===== src/rtl/tmr_pkg.sv =====
package tmr_pkg;
  typedef enum logic [1:0] {
    ALIGN_EDGE     = 2'd0,
    ALIGN_CTR_LO   = 2'd1,
    ALIGN_CTR_HI   = 2'd2,
    ALIGN_CTR_BOTH = 2'd3
  } align_e;

  localparam logic DIR_UP = 1'b0;
  localparam logic DIR_DN = 1'b1;
endpackage


===== src/rtl/tmr_prescaler.sv =====
module tmr_prescaler #(
  parameter int PSC_W = 16
) (
  input  logic             clk_i,
  input  logic             rst_ni,
  input  logic             run_i,
  input  logic [PSC_W-1:0] psc_i,
  output logic             tick_o
);
  logic [PSC_W-1:0] div_q;

  assign tick_o = run_i && (div_q >= psc_i);

  always_ff @(posedge clk_i or negedge rst_ni) begin
    if (!rst_ni)      div_q <= '0;
    else if (!run_i)  div_q <= '0;
    else if (tick_o)  div_q <= '0;
    else              div_q <= div_q + 1'b1;
  end
endmodule


===== src/rtl/tmr_arr_ctl.sv =====
module tmr_arr_ctl #(
  parameter int CNT_W = 16
) (
  input  logic             clk_i,
  input  logic             rst_ni,
  input  logic             run_i,
  input  logic             pre_i,
  input  logic             evt_i,
  input  logic [CNT_W-1:0] period_i,
  output logic [CNT_W-1:0] arr_o
);
  logic [CNT_W-1:0] shadow_q;
  logic             load;

  // stopped or immediate: track input; shadowed: take new value on update
  assign load  = !pre_i || !run_i || evt_i;
  assign arr_o = pre_i ? shadow_q : period_i;

  always_ff @(posedge clk_i or negedge rst_ni) begin
    if (!rst_ni)   shadow_q <= '0;
    else if (load) shadow_q <= period_i;
  end
endmodule


===== src/rtl/tmr_counter.sv =====
module tmr_counter
  import tmr_pkg::*;
#(
  parameter int CNT_W = 16
) (
  input  logic             clk_i,
  input  logic             rst_ni,
  input  logic             run_i,
  input  logic             tick_i,
  input  align_e           align_i,
  input  logic             dir_i,
  input  logic [CNT_W-1:0] arr_i,
  output logic [CNT_W-1:0] cnt_o,
  output logic             dir_o,
  output logic             evt_o
);
  localparam logic [CNT_W-1:0] ONE = CNT_W'(1);

  logic [CNT_W-1:0] cnt_q, cnt_d;
  logic             dir_q, dir_d;
  logic             is_ctr, evt_top, evt_bot;

  assign is_ctr  = (align_i != ALIGN_EDGE);
  assign evt_top = (align_i == ALIGN_CTR_HI) || (align_i == ALIGN_CTR_BOTH);
  assign evt_bot = (align_i == ALIGN_CTR_LO) || (align_i == ALIGN_CTR_BOTH);

  always_comb begin
    cnt_d = cnt_q;
    dir_d = dir_q;
    evt_o = 1'b0;
    if (!is_ctr)     dir_d = dir_i;
    else if (!run_i) dir_d = DIR_UP;
    if (tick_i) begin
      if (!is_ctr) begin
        if (dir_i == DIR_UP) begin
          if (cnt_q >= arr_i) begin
            cnt_d = '0;
            evt_o = 1'b1;
          end else begin
            cnt_d = cnt_q + ONE;
          end
        end else begin
          if (cnt_q == '0) begin
            cnt_d = arr_i;
            evt_o = 1'b1;
          end else begin
            cnt_d = cnt_q - ONE;
          end
        end
      end else if (dir_q == DIR_UP) begin
        if (cnt_q >= arr_i) begin
          cnt_d = (arr_i == '0) ? '0 : arr_i - ONE;
          dir_d = DIR_DN;
          evt_o = evt_top;
        end else begin
          cnt_d = cnt_q + ONE;
        end
      end else begin
        if (cnt_q == '0) begin
          cnt_d = (arr_i == '0) ? '0 : ONE;
          dir_d = DIR_UP;
          evt_o = evt_bot;
        end else begin
          cnt_d = cnt_q - ONE;
        end
      end
    end
  end

  always_ff @(posedge clk_i or negedge rst_ni) begin
    if (!rst_ni) begin
      cnt_q <= '0;
      dir_q <= DIR_UP;
    end else begin
      cnt_q <= cnt_d;
      dir_q <= dir_d;
    end
  end

  assign cnt_o = cnt_q;
  assign dir_o = dir_q;
endmodule


===== src/rtl/tmr_timebase.sv =====
module tmr_timebase
  import tmr_pkg::*;
#(
  parameter int CNT_W = 16,
  parameter int PSC_W = 16
) (
  input  logic             clk_i,
  input  logic             rst_ni,
  input  logic             en_i,
  input  logic [PSC_W-1:0] psc_i,
  input  logic [CNT_W-1:0] period_i,
  input  logic [1:0]       align_i,
  input  logic             dir_i,
  input  logic             preload_i,
  input  logic             one_pulse_i,
  input  logic             flag_clr_i,
  output logic [CNT_W-1:0] count_o,
  output logic             dir_o,
  output logic             upd_o,
  output logic             upd_flag_o,
  output logic             run_o
);
  logic             run_w, tick_w, evt_w;
  logic [CNT_W-1:0] arr_w;
  logic             stop_q, upd_q, flag_q;
  align_e           align_w;

  assign align_w = align_e'(align_i);
  assign run_w   = en_i && !stop_q;

  tmr_prescaler #(.PSC_W(PSC_W)) u_psc (
    .clk_i  (clk_i),
    .rst_ni (rst_ni),
    .run_i  (run_w),
    .psc_i  (psc_i),
    .tick_o (tick_w)
  );

  tmr_arr_ctl #(.CNT_W(CNT_W)) u_arr (
    .clk_i    (clk_i),
    .rst_ni   (rst_ni),
    .run_i    (run_w),
    .pre_i    (preload_i),
    .evt_i    (evt_w),
    .period_i (period_i),
    .arr_o    (arr_w)
  );

  tmr_counter #(.CNT_W(CNT_W)) u_cnt (
    .clk_i   (clk_i),
    .rst_ni  (rst_ni),
    .run_i   (run_w),
    .tick_i  (tick_w),
    .align_i (align_w),
    .dir_i   (dir_i),
    .arr_i   (arr_w),
    .cnt_o   (count_o),
    .dir_o   (dir_o),
    .evt_o   (evt_w)
  );

  always_ff @(posedge clk_i or negedge rst_ni) begin
    if (!rst_ni) begin
      stop_q <= 1'b0;
      upd_q  <= 1'b0;
      flag_q <= 1'b0;
    end else begin
      upd_q <= evt_w;
      // one-pulse latch, rearmed by dropping the run request
      if (!en_i)                    stop_q <= 1'b0;
      else if (evt_w && one_pulse_i) stop_q <= 1'b1;
      if (evt_w)           flag_q <= 1'b1;
      else if (flag_clr_i) flag_q <= 1'b0;
    end
  end

  assign upd_o      = upd_q;
  assign upd_flag_o = flag_q;
  assign run_o      = run_w;
endmodule


===== config.mk =====
export PLATFORM = sky130hd
export DESIGN_NAME = tmr_timebase
export DESIGN_NICKNAME = d
export VERILOG_FILES = /design/src/rtl/tmr_pkg.sv /design/src/rtl/tmr_prescaler.sv /design/src/rtl/tmr_arr_ctl.sv /design/src/rtl/tmr_counter.sv /design/src/rtl/tmr_timebase.sv
export SDC_FILE = /design/constraint.sdc
export NUM_CORES = 1
export LEC_CHECK = 0
export BUFFER_PORTS_ARGS = -buffer_cell sky130_fd_sc_hd__buf_4
export CAP_MARGIN = 5
export CORE_MARGIN = 5
export CORE_UTILIZATION = 45
export CTS_CLUSTER_SIZE = 20
export DETAILED_ROUTE_END_ITERATION = 16
export PLACE_DENSITY = 0.62
export SYNTH_ARGS = -nofsm -noshare
export SYNTH_HDL_FRONTEND = slang
export SYNTH_HIERARCHICAL = 1
export SYNTH_SLANG_ARGS = --single-unit

===== constraint.sdc =====
create_clock -name clk_i -period 5.6 [get_ports clk_i]
set_input_delay 0.56 -clock clk_i [delete_from_list [all_inputs] [get_ports clk_i]]
set_output_delay 0.56 -clock clk_i [all_outputs]
set_load 0.01 [all_outputs]

======== After elaboration in Yosys (flattened, before gate mapping) ========
Cells that the tools add are included.
cells by class
  $add $sub $neg .......................... 4
  $lt $le $gt $ge ......................... 2
  eq/ne operators ......................... 4
  mux-type cells .......................... 31
  reduce and logical (&&, ||, !) cells .... 14
operators with widths
  cell                                                    number
  2-to-1 mux 16 bit                                       11
  adder 16 x 1 -> 16 bit (second input constant)          2
  >= comparator 16 bit                                    2
  zero test 16 bit                                        2
  subtractor 16 x 1 -> 16 bit (second input constant)     2
  2-to-1 mux 1 bit                                        20
  == test 2 bit (second input constant)                   2
  logical OR 1 bit                                        4
  nonzero test 2 bit                                      2
  logical AND 1 bit                                       3
  zero test 1 bit                                         3
  == test 2 x 1 -> 1 bit (second input constant)          1
  inequality test 2 x 1 -> 1 bit (second input constant)  1
storage, ports and cells
  register bits after elaboration ......... 52
  input bits .............................. 41
  output and inout port bits .............. 20
  word-level logic and storage cells ...... 62

======== Depth between registers and ports, before layout ========
Gate-level depths: netlist (run 1).
  word-level depth ........................ 9
  depth in mapped cells ................... 16
  depth with buffers taken out ............ 13

======== Hierarchy ========
The synthesis (run 1) kept the hierarchy.
by module, submodules not included
  module         times used  cells each  area each (sq um)  sequential area each (sq um)
  tmr_counter    1           384         2,758.9            425.4
  tmr_prescaler  1           126         1,169.9            400.4
  tmr_arr_ctl    1           52          845.8              400.4
  tmr_timebase   1           8           106.4              75.1

======== Worst setup path after synthesis (run 1) ========
OpenSTA, ideal clock, no wires.
  path kind ............................... input to register
  from .................................... input preload_i
  to ...................................... register u_arr.shadow_q[0]
  data arrival time ....................... 3,631 ps
  slack ................................... 1,844 ps
  stages on the path ...................... 14
  cell sequence ........................... buf_6 -> mux2_2 -> ha_1 -> nand2b_1 -> a2111oi_0 -> o31ai_1 -> a211o_1 -> clkbuf_1 -> clkbuf_1 -> o21ai_0 -> a21oi_1 -> nand3b_4 -> buf_6 -> mux2_4
on the way
  word-level cells in the longest chain between the ends .. 7
  elaborated cells between the ends (all ways) .. 11
RTL lines
  what                                 line                                  RTL
  start, declared                      tmr_timebase.sv:14                    input logic preload_i,
  2-to-1 mux 16 bit *                  tmr_arr_ctl.sv:17                     assign arr_o = pre_i ? shadow_q : period_i;
  named net arr_w[0]                   tmr_timebase.sv:24                    logic [CNT_W-1:0] arr_w;
  >= comparator 16 bit *               tmr_counter.sv:36, tmr_counter.sv:51
  2-to-1 mux 1 bit (on tied branches)  tmr_counter.sv:36, tmr_counter.sv:51
  2-to-1 mux 1 bit (on tied branches)  tmr_counter.sv:35, tmr_counter.sv:50
  2-to-1 mux 1 bit *                   tmr_counter.sv:34                     if (!is_ctr) begin
  2-to-1 mux 1 bit *                   tmr_counter.sv:33                     if (tick_i) begin
  named net evt_w                      tmr_timebase.sv:23                    logic run_w, tick_w, evt_w;
  logical OR 1 bit *                   tmr_arr_ctl.sv:16                     assign load = !pre_i || !run_i || evt_i;
  end signal, assigned                 tmr_arr_ctl.sv:21                     else if (load) shadow_q <= period_i;
  end, declared                        tmr_arr_ctl.sv:12                     logic [CNT_W-1:0] shadow_q;
The timed path passes the listed nets; every way through them passes the cells marked *.
A chain may end at the register's enable or synchronous reset.

======== Final worst setup path (run 1) ========
  from .................................... input preload_i
  to ...................................... register u_arr.shadow_q[8]
The elaborated chain is that of the path after synthesis.

==> results of run 1 <==
==> per-stage QoR <==
step	cell area (um2)	utilization (%)	total power [W]	std cells
6_report	5450	50.7	0.00115	751
5_1_grt	5450	50.7	0.00122	751
4_1_cts	5450	50.7	0.00116	751
3_5_place_dp	5370	50.0	0.000930	744
3_3_place_gp	5370	50.0	0.000921	744
2_1_floorplan	4880	-	0.000787	570
==> cells by family after synthesis <==
| group | Yosys count | share of synthesized area [%] |
|---|---|---|
| XOR/XNOR | 47 | 8.43 |
| AO/OA/AOI/OAI | 114 | 16.8 |
| buffers and inverters | 71 | 6.46 |
| flip-flops | 52 | 26.7 |
| AND/OR/NAND/NOR | 212 | 22.8 |
| multiplexers | 36 | 9.13 |
| adder cells (fa/ha/maj) | 38 | 9.74 |
==> worst min-delay path by stage <==
| stage | from | to | depth (start not counted) |
|---|---|---|---|
| floorplan | rst_ni | stop_q | 0 |
| detailed placement | u_psc/div_q[0] | u_psc/div_q[0] | 1 |
| global placement | upd_flag_o | upd_flag_o | 1 |
| CTS | rst_ni | u_cnt/cnt_o[1] | 1 |
| global route | rst_ni | u_cnt/cnt_o[0] | 1 |
| finish | rst_ni | u_cnt/cnt_o[1] | 1 |
==> cell type report <==
| class | instances | area share, % |
|---|---|---|
| Tap cell | 140 | 3.21 |
| Timing Repair Buffer | 63 | 8.67 |
| Clock buffer | 5 | 1.26 |
| Clock inverter | 2 | 0.229 |
| Inverter | 42 | 2.89 |
| Sequential cell | 52 | 23.9 |
| Multi-Input combinational cell | 447 | 59.9 |
==> routing by layer <==
| metal | share of wire (%) | vias up | GRT usage, % |
|---|---|---|---|
| li1 | - | 2149 | - |
| met1 | 46 | 2138 | 34.2 |
| met2 | 46 | 175 | 36.1 |
| met3 | 6.5 | 26 | 5.02 |
| met4 | 1.8 | 2 | 6.73 |
| met5 | 0.086 | - | 0 |
==> critical path, stage by stage <==
cell and delay [ns]:
buf_4 0.24, mux2_2 0.42, ha_1 0.29, nand2b_1 0.14, a2111oi_0 0.50, o31ai_1 0.15
a211o_1 0.47, nor2b_1 0.21, a32oi_1 0.19, a21oi_1 0.15, nand3b_4 0.40, mux2_4 0.38
==> flip-flops by register name, summed over array words and instances, names as in the netlist <==
register,count
upd_o,1
u_arr/shadow_q,16
u_cnt/cnt_o,16
upd_flag_o,1
u_cnt/dir_o,1
u_psc/div_q,16
stop_q,1
==> Yosys cell counts (all sizes together), types with 5 or more instances <==
cell type and count:
nand2 37, mux2 35, nand4 9, clkbuf 19
a21o 8, and3 7, xor2 15, or3 9
o21ai 17, o32ai 5, nand2b 7, dfrtp 52
nand3 21, buf 10, ha 38, nor4 8
or4 7, a21oi 28, nor2 60, inv 42
a31oi 8, nor3 26, xnor2 32
==> where the power goes <==
part           switching (W)  internal (W)
clock network       0.000135     0.0000851
logic               0.000245      0.000206
registers          0.0000738      0.000405
total               0.000454      0.000696
==> impl_metrics.toml, run 1 <==
[grt]
grt_max_degree = 53
grt_pass1_vias = 4476
grt_overflow = 0
grt_usage_pct = 23.8
antenna_found_initial = 1
grt_pass1_wl_um = 24200

[cells_and_area]
nets = 690
multi_input_area_um2 = 3260
layout_common_cells = "buf_4, nor2_1, dfrtp_1, inv_1, ha_1"
regArea_um2 = 1300
layout-drive-gt1-share_pct = 20.1
layout.cells.most_common = "buf_4"
num_antenna_cells = 0
fillCellCount = 1068
area_growth_pct = 11.7

[sta]
hold_violations = 0
min_period_over_period_pct = 69.8
drv_slew = 0
max_slew.worst_pin.slew_ns = 1.15
worst_slack_ns = 1.69
clock_skew_ns = 0.0111
hold_slack_ns = 0.273
setup_viol = 0
min_period_ns = 3.91
fin_setup_tns_ns = 0
rsz0062_at_grt = "false"
max_freq_ghz = 0.256
relSlewSlack_pct = 23.0

[setup_path]
path_max_fanout = 17
r2r-start = "u_cnt/cnt_o[0]"
end_kind = "register"
reg2regPathDepth = 9
r2r_slack_ns = 1.84
required_ns = 5.81
critPathCapture = "u_arr/shadow_q[8]"
worstPathArrival_ns = 4.12
worstSetupStartpointType = "input pin"
crit_start = "preload_i"
r2r-end = "u_arr/shadow_q[13]"
worst-setup-path-type = "in -> reg"

[run]
maxCapViolCount = 0

[cts]
post-cts-setup-buffer-count = 0
ctsHoldBuffers = 0
clock-sinks = 52
clk_pin_slew_ns = 0.10
cts_tree = "yes"
cts_root_buffer = "clkbuf_8"
h-tree-depth = 2
cts-buffers-inserted = 5
insertion_delay_ns = 0.33
clk_path_buf_depth = 2
post_cts_resized = 0

[die]
die-area_um2 = 13000
io_pins = 61
rows = 38
coreArea_um2 = 10700
die_w_um = 114
dieHeight_um = 114
start_util_pct = 45.4

[synth]
synth.cell_area_um2 = 4880
syn_avg_cell_area_um2 = 8.56
yosys_most_used_dff = "dfrtp_1"
ys_seq_elements = 52
syn-num-nets = 649
synth_top_cell_area_share_pct = 26.7
ys_types = 75
async_flop_share_pct = 100
synth-edff-count = 0
synth_seq_area_share_pct = 26.7
syn_inst = 570
synth_top_area_cell = "dfrtp_1"
synth.area.top_cells = "dfrtp_1, ha_1, xnor2_1"
yosysWarnings = 6

[route]
wl_per_cell_um = 20.2
num_vias = 4490
routed_wl_um = 15200
dr.pass1.iters = 5
via_per_inst = 5.98
final_antenna_net_count = 0
drc = 0
drt-initial-drc-count = 385

[placed_design]
pre_cts_ws_ns = 1.42
gp_congestion = 0.999
numPortBuffers = 60
dp_hpwl_um = 11500

[hold_path]
hp-class = "in -> async"

[power]
ir_drop_v = 0.000119
p_per_area_nw_per_um2 = 211
leakagePower_nw = 2.43

[outcome]
status = "finished clean"
(Power assumes the default switching activity.)
==> run 2: changes to the inputs <==
PLACE_DENSITY = 0.65   (was 0.62)
clock period = 3.45 ns   (was 5.6 ns; I/O delays follow)
==> impl_metrics.toml, run 2 (synthesis results as in run 1) <==
[die]
die-area_um2 = 13000
die_w_um = 114
dieHeight_um = 114
rows = 38
coreArea_um2 = 10700
io_pins = 61
start_util_pct = 45.4

[power]
leakagePower_nw = 2.60
ir_drop_v = 0.000171
p_per_area_nw_per_um2 = 349

[setup_path]
required_ns = 3.66
crit_family = "compound AO/OA/AOI/OAI gates"
cpPeakStageDelay_ns = 0.40
r2r-end = "u_arr/shadow_q[3]"
worstSetupStartpointType = "register"
crit_chain = "mux2_2 -> ha_1 -> nand2b_1 -> a2111oi_2 -> o31ai_1 -> a211o_1 -> buf_4 -> o21ai_0 -> a21oi_1 -> nand3b_4 -> buf_12 -> mux2_4"
r2r-start = "u_arr/shadow_q[0]"
end_kind = "register"
r2r_slack_ns = 0.27
path_max_fanout = 16
cp_num_buf_inv = 2
worst-setup-path-type = "reg -> reg"
reg2regPathDepth = 12
worstPathArrival_ns = 3.39
cp_slowest_cell = "dfrtp_1"

[sta]
hold_slack_ns = 0.0216
max_slew.worst_pin.slew_ns = 0.750
hold_violations = 0
min_period_ns = 3.18
max_freq_ghz = 0.315
clock_skew_ns = 0.0131
min_period_over_period_pct = 92.1
drv_slew = 0
setup_viol = 0
rsz0062_at_grt = "false"
fin_setup_tns_ns = 0
relSlewSlack_pct = 50.0

[cells_and_area]
nets = 721
area_growth_pct = 17.2
finalNonFillerCells = 783
fin_area_um2 = 5720
num_antenna_cells = 0
fillCellCount = 1019
layout.cells.most_common = "buf_4"
layout_common_cells = "buf_4, nor2_1, dfrtp_1, inv_1, ha_1"
layout-drive-gt1-share_pct = 24.3

[route]
routed_wl_um = 15600
num_vias = 4738
final_antenna_net_count = 0
dr.pass1.iters = 5
via_per_inst = 6.05
drc = 0
wl_per_cell_um = 20.0
drt-initial-drc-count = 546

[cts]
cts-buffers-inserted = 5
h-tree-depth = 2
clk_pin_slew_ns = 0.12
ctsHoldBuffers = 0
clock-sinks = 52
insertion_delay_ns = 0.33
clk_path_buf_depth = 2
cts_root_buffer = "clkbuf_8"
cts_tree = "yes"

[run]
maxCapViolCount = 0

[grt]
grt_pass1_wl_um = 24900
grt_overflow = 0
grt_max_degree = 53
grt_usage_pct = 24.2
antenna_found_initial = 0
grt_pass1_vias = 4675

[placed_design]
numPortBuffers = 60
dp_hpwl_um = 12000
place_inst = 774
gp_congestion = 0.964
place_area_um2 = 5600

[hold_path]
hp-class = "in -> async"

[outcome]
status = "finished clean"
run 2: per-stage QoR:
| step | util [%] | worst slack (ns) | power [W] |
|---|---|---|---|
| 2_1_floorplan | - | 0.00940 | 0.00128 |
| 3_3_place_gp | 52.1 | 0.0619 | 0.00157 |
| 3_5_place_dp | 52.1 | -0.0473 | 0.00159 |
| 4_1_cts | 53.0 | 0.106 | 0.00199 |
| 5_1_grt | 53.2 | 0.150 | 0.00212 |
| 6_report | 53.2 | 0.272 | 0.00199 |
run 2: layout make-up:
class	count	area [um2]	area share, %
sequential	52	1300	22.8
inverter	42	158	2.76
clock buffer	5	68.8	1.20
timing repair buffer	94	718	12.6
clock inverter	3	27.5	0.481
tap	140	175	3.06
multi-input combinational	447	3270	57.2
run 2: routing by layer:
metal  share of wire [%]  routed length (um)  GRT usage [%]  vias up
li1                    -                   -              -     2197
met1                  41                6410           32.0     2246
met2                  47                7390           40.4      252
met3                 8.7                1350           4.12       43
met4                 3.0                 468           7.60        0
met5                   0                   0              0        -
run 2: worst max-delay path by stage:
| stage | to | cells past startpoint | start | slack, ns |
|---|---|---|---|---|
| 5_1_grt | u_cnt/cnt_o[2] | 9 | u_psc/div_q[13] | 0.15 |
| 3_3_place_gp | u_arr/shadow_q[3] | 14 | preload_i | 0.06 |
| 6_report | u_arr/shadow_q[3] | 12 | u_arr/shadow_q[0] | 0.27 |
| 4_1_cts | u_arr/shadow_q[0] | 11 | u_arr/shadow_q[0] | 0.11 |
| 2_1_floorplan | u_arr/shadow_q[0] | 14 | preload_i | 0.009 |
| 3_5_place_dp | u_arr/shadow_q[3] | 14 | preload_i | -0.05 |
run 2: where the power goes:
part / switching [W] / leakage [nW] / internal [W]
registers: 0.0000387 / 0.654 / 0.000659
clock network: 0.000242 / 0.0463 / 0.000150
logic: 0.000510 / 1.90 / 0.000395
run 2: timing repair:
item                                    4_1_cts  5_1_grt
setup buffers                                 0        1
gates resized for setup                       0        1
endpoints found under the setup margin        0       17
